<file path="src/rtl/apb_resp_pkg.sv">
package apb_resp_pkg;
  // What the next cycle is expected to be, decided in a setup cycle
  typedef enum logic [1:0] {
    PH_IDLE = 2'd0,
    PH_WR   = 2'd1,
    PH_RD   = 2'd2
  } apb_phase_e;
endpackage

</file>
<file path="src/rtl/apb_resp_decode.sv">
module apb_resp_decode
  import apb_resp_pkg::*;
#(
  parameter int ADDR_W = 32,
  parameter int DEPTH  = 64,
  localparam int IDX_W = $clog2(DEPTH)
) (
  input  logic              clk,
  input  logic              rst,
  input  logic              psel,
  input  logic              penable,
  input  logic              pwrite,
  input  logic [ADDR_W-1:0] paddr,
  output logic              rd_setup,
  output logic              wr_commit,
  output logic [IDX_W-1:0]  idx
);
  apb_phase_e phase_q;
  logic       setup;

  assign setup     = psel && !penable;
  assign rd_setup  = setup && !pwrite;
  assign wr_commit = (phase_q == PH_WR) && psel && penable;
  assign idx       = paddr[IDX_W+1:2];

  always_ff @(posedge clk) begin
    if (rst)
      phase_q <= PH_IDLE;
    else if (setup)
      phase_q <= pwrite ? PH_WR : PH_RD;
    else
      phase_q <= PH_IDLE;
  end
endmodule

</file>
<file path="src/rtl/apb_resp_ram.sv">
module apb_resp_ram #(
  parameter int DATA_W = 32,
  parameter int DEPTH  = 64,
  localparam int IDX_W = $clog2(DEPTH)
) (
  input  logic              clk,
  input  logic              we,
  input  logic [IDX_W-1:0]  waddr,
  input  logic [DATA_W-1:0] wdata,
  input  logic [IDX_W-1:0]  raddr,
  output logic [DATA_W-1:0] rdata
);
  logic [DATA_W-1:0] mem [DEPTH];

  // No reset on the array so that a block RAM can be inferred
  always_ff @(posedge clk) begin
    if (we) mem[waddr] <= wdata;
    rdata <= mem[raddr];
  end
endmodule

</file>
<file path="src/rtl/apb_resp_valid.sv">
module apb_resp_valid #(
  parameter int DEPTH  = 64,
  localparam int IDX_W = $clog2(DEPTH)
) (
  input  logic             clk,
  input  logic             rst,
  input  logic             set_en,
  input  logic [IDX_W-1:0] set_idx,
  input  logic             look_en,
  input  logic [IDX_W-1:0] look_idx,
  output logic             hit_q
);
  logic [DEPTH-1:0] flag_q;

  for (genvar g = 0; g < DEPTH; g++) begin : g_flag
    always_ff @(posedge clk) begin
      if (rst)
        flag_q[g] <= 1'b0;
      else if (set_en && (set_idx == IDX_W'(g)))
        flag_q[g] <= 1'b1;
    end
  end

  always_ff @(posedge clk) begin
    if (rst)
      hit_q <= 1'b0;
    else
      hit_q <= look_en && flag_q[look_idx];
  end
endmodule

</file>
<file path="src/rtl/apb_word_responder.sv">
module apb_word_responder #(
  parameter int ADDR_W = 32,
  parameter int DATA_W = 32,
  parameter int DEPTH  = 64
) (
  input  logic              clk,
  input  logic              rst,
  input  logic              psel,
  input  logic              penable,
  input  logic              pwrite,
  input  logic [ADDR_W-1:0] paddr,
  input  logic [DATA_W-1:0] pwdata,
  output logic [DATA_W-1:0] prdata
);
  localparam int IDX_W = $clog2(DEPTH);

  logic              rd_setup;
  logic              wr_commit;
  logic [IDX_W-1:0]  idx;
  logic              hit_q;
  logic [DATA_W-1:0] ram_q;

  apb_resp_decode #(.ADDR_W(ADDR_W), .DEPTH(DEPTH)) u_dec (
    .clk(clk), .rst(rst), .psel(psel), .penable(penable), .pwrite(pwrite),
    .paddr(paddr), .rd_setup(rd_setup), .wr_commit(wr_commit), .idx(idx)
  );

  apb_resp_ram #(.DATA_W(DATA_W), .DEPTH(DEPTH)) u_ram (
    .clk(clk), .we(wr_commit), .waddr(idx), .wdata(pwdata),
    .raddr(idx), .rdata(ram_q)
  );

  apb_resp_valid #(.DEPTH(DEPTH)) u_vld (
    .clk(clk), .rst(rst), .set_en(wr_commit), .set_idx(idx),
    .look_en(rd_setup), .look_idx(idx), .hit_q(hit_q)
  );

  // Both terms are registers, so prdata is zero unless a valid read hit
  assign prdata = hit_q ? ram_q : '0;
endmodule

</file>
<file path="config.mk">
export PLATFORM = sky130hd
export DESIGN_NAME = apb_word_responder
export DESIGN_NICKNAME = d
export VERILOG_FILES = /design/src/rtl/apb_resp_pkg.sv /design/src/rtl/apb_resp_decode.sv /design/src/rtl/apb_resp_ram.sv /design/src/rtl/apb_resp_valid.sv /design/src/rtl/apb_word_responder.sv
export SDC_FILE = /design/constraint.sdc
export NUM_CORES = 2
export LEC_CHECK = 0
export ABC_AREA = 1
export BUFFER_PORTS_ARGS = -buffer_cell sky130_fd_sc_hd__buf_4
export CORE_UTILIZATION = 33
export CTS_BUF_LIST = sky130_fd_sc_hd__clkbuf_8
export DETAILED_ROUTE_END_ITERATION = 10
export HOLD_SLACK_MARGIN = 0.15
export SETUP_SLACK_MARGIN = 0.15
export SLEW_MARGIN = 5
export SYNTH_ARGS = -nofsm -noshare
export SYNTH_HDL_FRONTEND = slang
export SYNTH_HIERARCHICAL = 1
export SYNTH_SLANG_ARGS = --single-unit
</file>
<file path="constraint.sdc">
create_clock -name clk -period 5.93 [get_ports clk]
set_input_delay 0.8895 -clock clk [delete_from_list [all_inputs] [get_ports clk]]
set_output_delay 0.8895 -clock clk [all_outputs]
set_load 0.1 [all_outputs]
</file>
==> impl_results.md <==
* Status: finished, final reports clean
* Final Hold Viols at 0
* Simple-Gate Fraction of Synth Area at 22.6%
* Mapped Area at 0.0860 mm2
* Async S/R FF share, synth at 0%
* Share of cells above drive strength 1 at 9.16%
* Hold-fix buffers at CTS at 4
* Post-synthesis cell type count at 20
* Syn Nets at 7317
* Main synth FF type: edfxtp_1
* CP Max Fanout at 23
* EDFF count, synth at 2048
* Setup Skew at 0.137 ns
* Row count at 187
* Max Cap Violations at 0
* Gate Count Post-Synth at 7248
* Die area at 0.263 mm2
* # clock sinks at 2147
* Die width at 513 um
* Core footprint at 0.259 mm2
* Drt drc at 0
* F_max at 263 MHz
* Vias at 57200
* Synth top area cells: edfxtp_1 (72%), nand3_1 (11%), nand2_1 (10%), dfxtp_1 (2.3%), buf_2 (1.6%)
* VDD IR-drop max at 194 uV
* Final ANT Viol Nets at 0
* Synth Area in Adders at 0%
* Placed cell area at 0.0901 mm2
* Slew @ Worst Pin at 1.31 ns
* Total CTS buffers at 364
* Synth cell count leaders: nand2_1 (2372), edfxtp_1 (2048), nand3_1 (1962), buf_2 (280), nor2_1 (139)
* Maximum clock insertion buffer count at 4
* CP startpoint kind: primary input
* Drt pass-1 iters at 8
* Synth top area share at 71.5%
* Leak at 0.0341 uW
* HP Class: primary input to register
* Slew headroom at 12.4%
* Fin crit share at 64.1%
* RSZ-0062 raised after global routing: no
* Avg Cell Area, Syn at 11.9 um2
* Synth Area in Compound Gates at 0.378%
* Postcts setup bufs at 0
* Largest net degree at the start of global routing at 214
* Yosys Warn Count at 6
* Final HPWL DP at 125000 um
* Setup violators final at 0
* Cell chosen for the clock root: clkbuf_8
* Num ports at 101
* 1st-iter DRT viols at 6833
* Final instance area at 0.0964 mm2
* Overflow after GRT at 0
* WL per Instance at 22.2 um
* First-pass GRT wire length at 356000 um
* Total Routed Length at 244000 um
* PostCTS Resize Cnt at 0
* Final setup margin at 2.13 ns
* Drt via density at 5.20
* Initial antenna violation count at 6
* Initial Utilization at 33.2%
* Arrival @ worst endpoint at 4.45 ns
* Worst-path clk slew at 0.06 ns
* Clock latency on the worst-skew pair at 1.07 ns
* Setup TNS at 0 ns
* Fill count at 24800
* Synth Area in XOR/XNOR at 0%
* Pwr dens at 313 mW/mm2
* Largest area contributor in the synthesized netlist: edfxtp_1
* Post-synthesis mux area share at 0%
* Tmin final at 3.80 ns
* Gpl congestion at 0.811
* H-Tree Depth at 5
* Seq cells post-synth at 2147
* Synth-to-Final Area Change at 12.1%
* Die Y-Extent at 513 um
* PortBufs at 74
* Critical path type: primary input to register
* Sequential element share of the synthesized area at 73.8%
* WHS at 0.368 ns
* Required @ worst endpoint at 6.58 ns
* Largest family of logic cells by synthesized area: simple AND/OR/NAND/NOR gates
* All-Layer GR Usage at 18.1%
* Post-layout net count at 7412
* Max-slew violations at 0
* Cell with the most instances after synthesis: nand2_1
* CTS tree: yes
* Vias in the first global route at 53700
* Kind of end point of the critical path: register
* Pre-CTS setup slack at 1.55 ns
report_power, final:
part	leakage [uW]	internal (uW)	switching, uW
Combinational	0.0112	406	1400
Sequential	0.0192	16600	34.3
Clock	0.00364	5980	5760
Total	0.0341	23000	7190
sequential cells by signal, indices dropped and copies added, names as in the netlist:
signal / cells
u_ram/rdata: 32
u_vld/hit_q: 1
u_vld/flag_q: 64
u_dec/phase_q: 2
u_ram/mem: 2048
per-layer routing:
metal | GRT usage, % | wire length, um
met1 | 24.9 | 102000
met3 | 3.18 | 20700
met4 | 7.30 | 8950
met5 | 0 | 0
met2 | 28.3 | 113000
critical path, stage by stage:
cell           delay (ns)
dlygate4sd3_1        0.52
buf_4                0.10
nand2_1              0.06
nor3_2               0.10
buf_4                0.26
nand4_1              0.86
nor2_4               1.25
buf_4                0.36
kinds of logic after synthesis:
family                 count (synthesis)
flip-flops                          2147
buffers and inverters                541
AO/OA/AOI/OAI                         65
AND/OR/NAND/NOR                     4495
worst paths after layout:
kind / from / to / slack (ns) / cells past startpoint
max reg2reg: u_dec/phase_q[0] / u_ram/mem[25][20] / 2.34 / 6
max: penable / u_ram/mem[25][20] / 2.13 / 8
min reg2reg: u_vld/flag_q[63] / u_vld/flag_q[63] / 0.47 / 2
min: pwdata[14] / u_ram/mem[52][14] / 0.37 / 1
stage by stage:
step	cells	util (%)	power [uW]
floorplan	7248	-	18000
global placement	10400	34.8	18700
detailed placement	10400	34.8	18800
finish	11000	37.2	30200
global route	11000	37.2	31200
CTS	11000	37.2	30400
placed cells by master (no fill, tap or decap):
master            n
buf_4           175
bufinv_16         3
buf_12           26
clkinv_4          2
dfxtp_1          98
inv_2             4
a21oi_1          65
clkinv_2         21
clkinv_1         76
nand4_1           9
buf_6             1
diode_2          22
inv_1           174
nor2_4           56
nand2_1        2372
dlygate4sd3_1     4
edfxtp_1       2048
nand3_1        1962
nor3_4            3
nor4_2            8
inv_16            1
clkbuf_8        380
clkinvlp_4        3
inv_8             2
inv_6             4
dfxtp_2           1
buf_8             3
nor3_2            2
nor2_1           83
layout make-up:
class | count | area [um2] | share of cell area, %
well taps | 3402 | 4260 | 4.41
clock inverters | 229 | 996 | 1.03
clock buffers | 380 | 5230 | 5.42
repair buffers | 209 | 1930 | 2.00
inverters | 61 | 270 | 0.280
multi-input cells | 4560 | 20200 | 21.0
diodes | 22 | 55.1 | 0.0571
flip-flops and latches | 2147 | 63500 | 65.8
(Power assumes the default switching activity.)
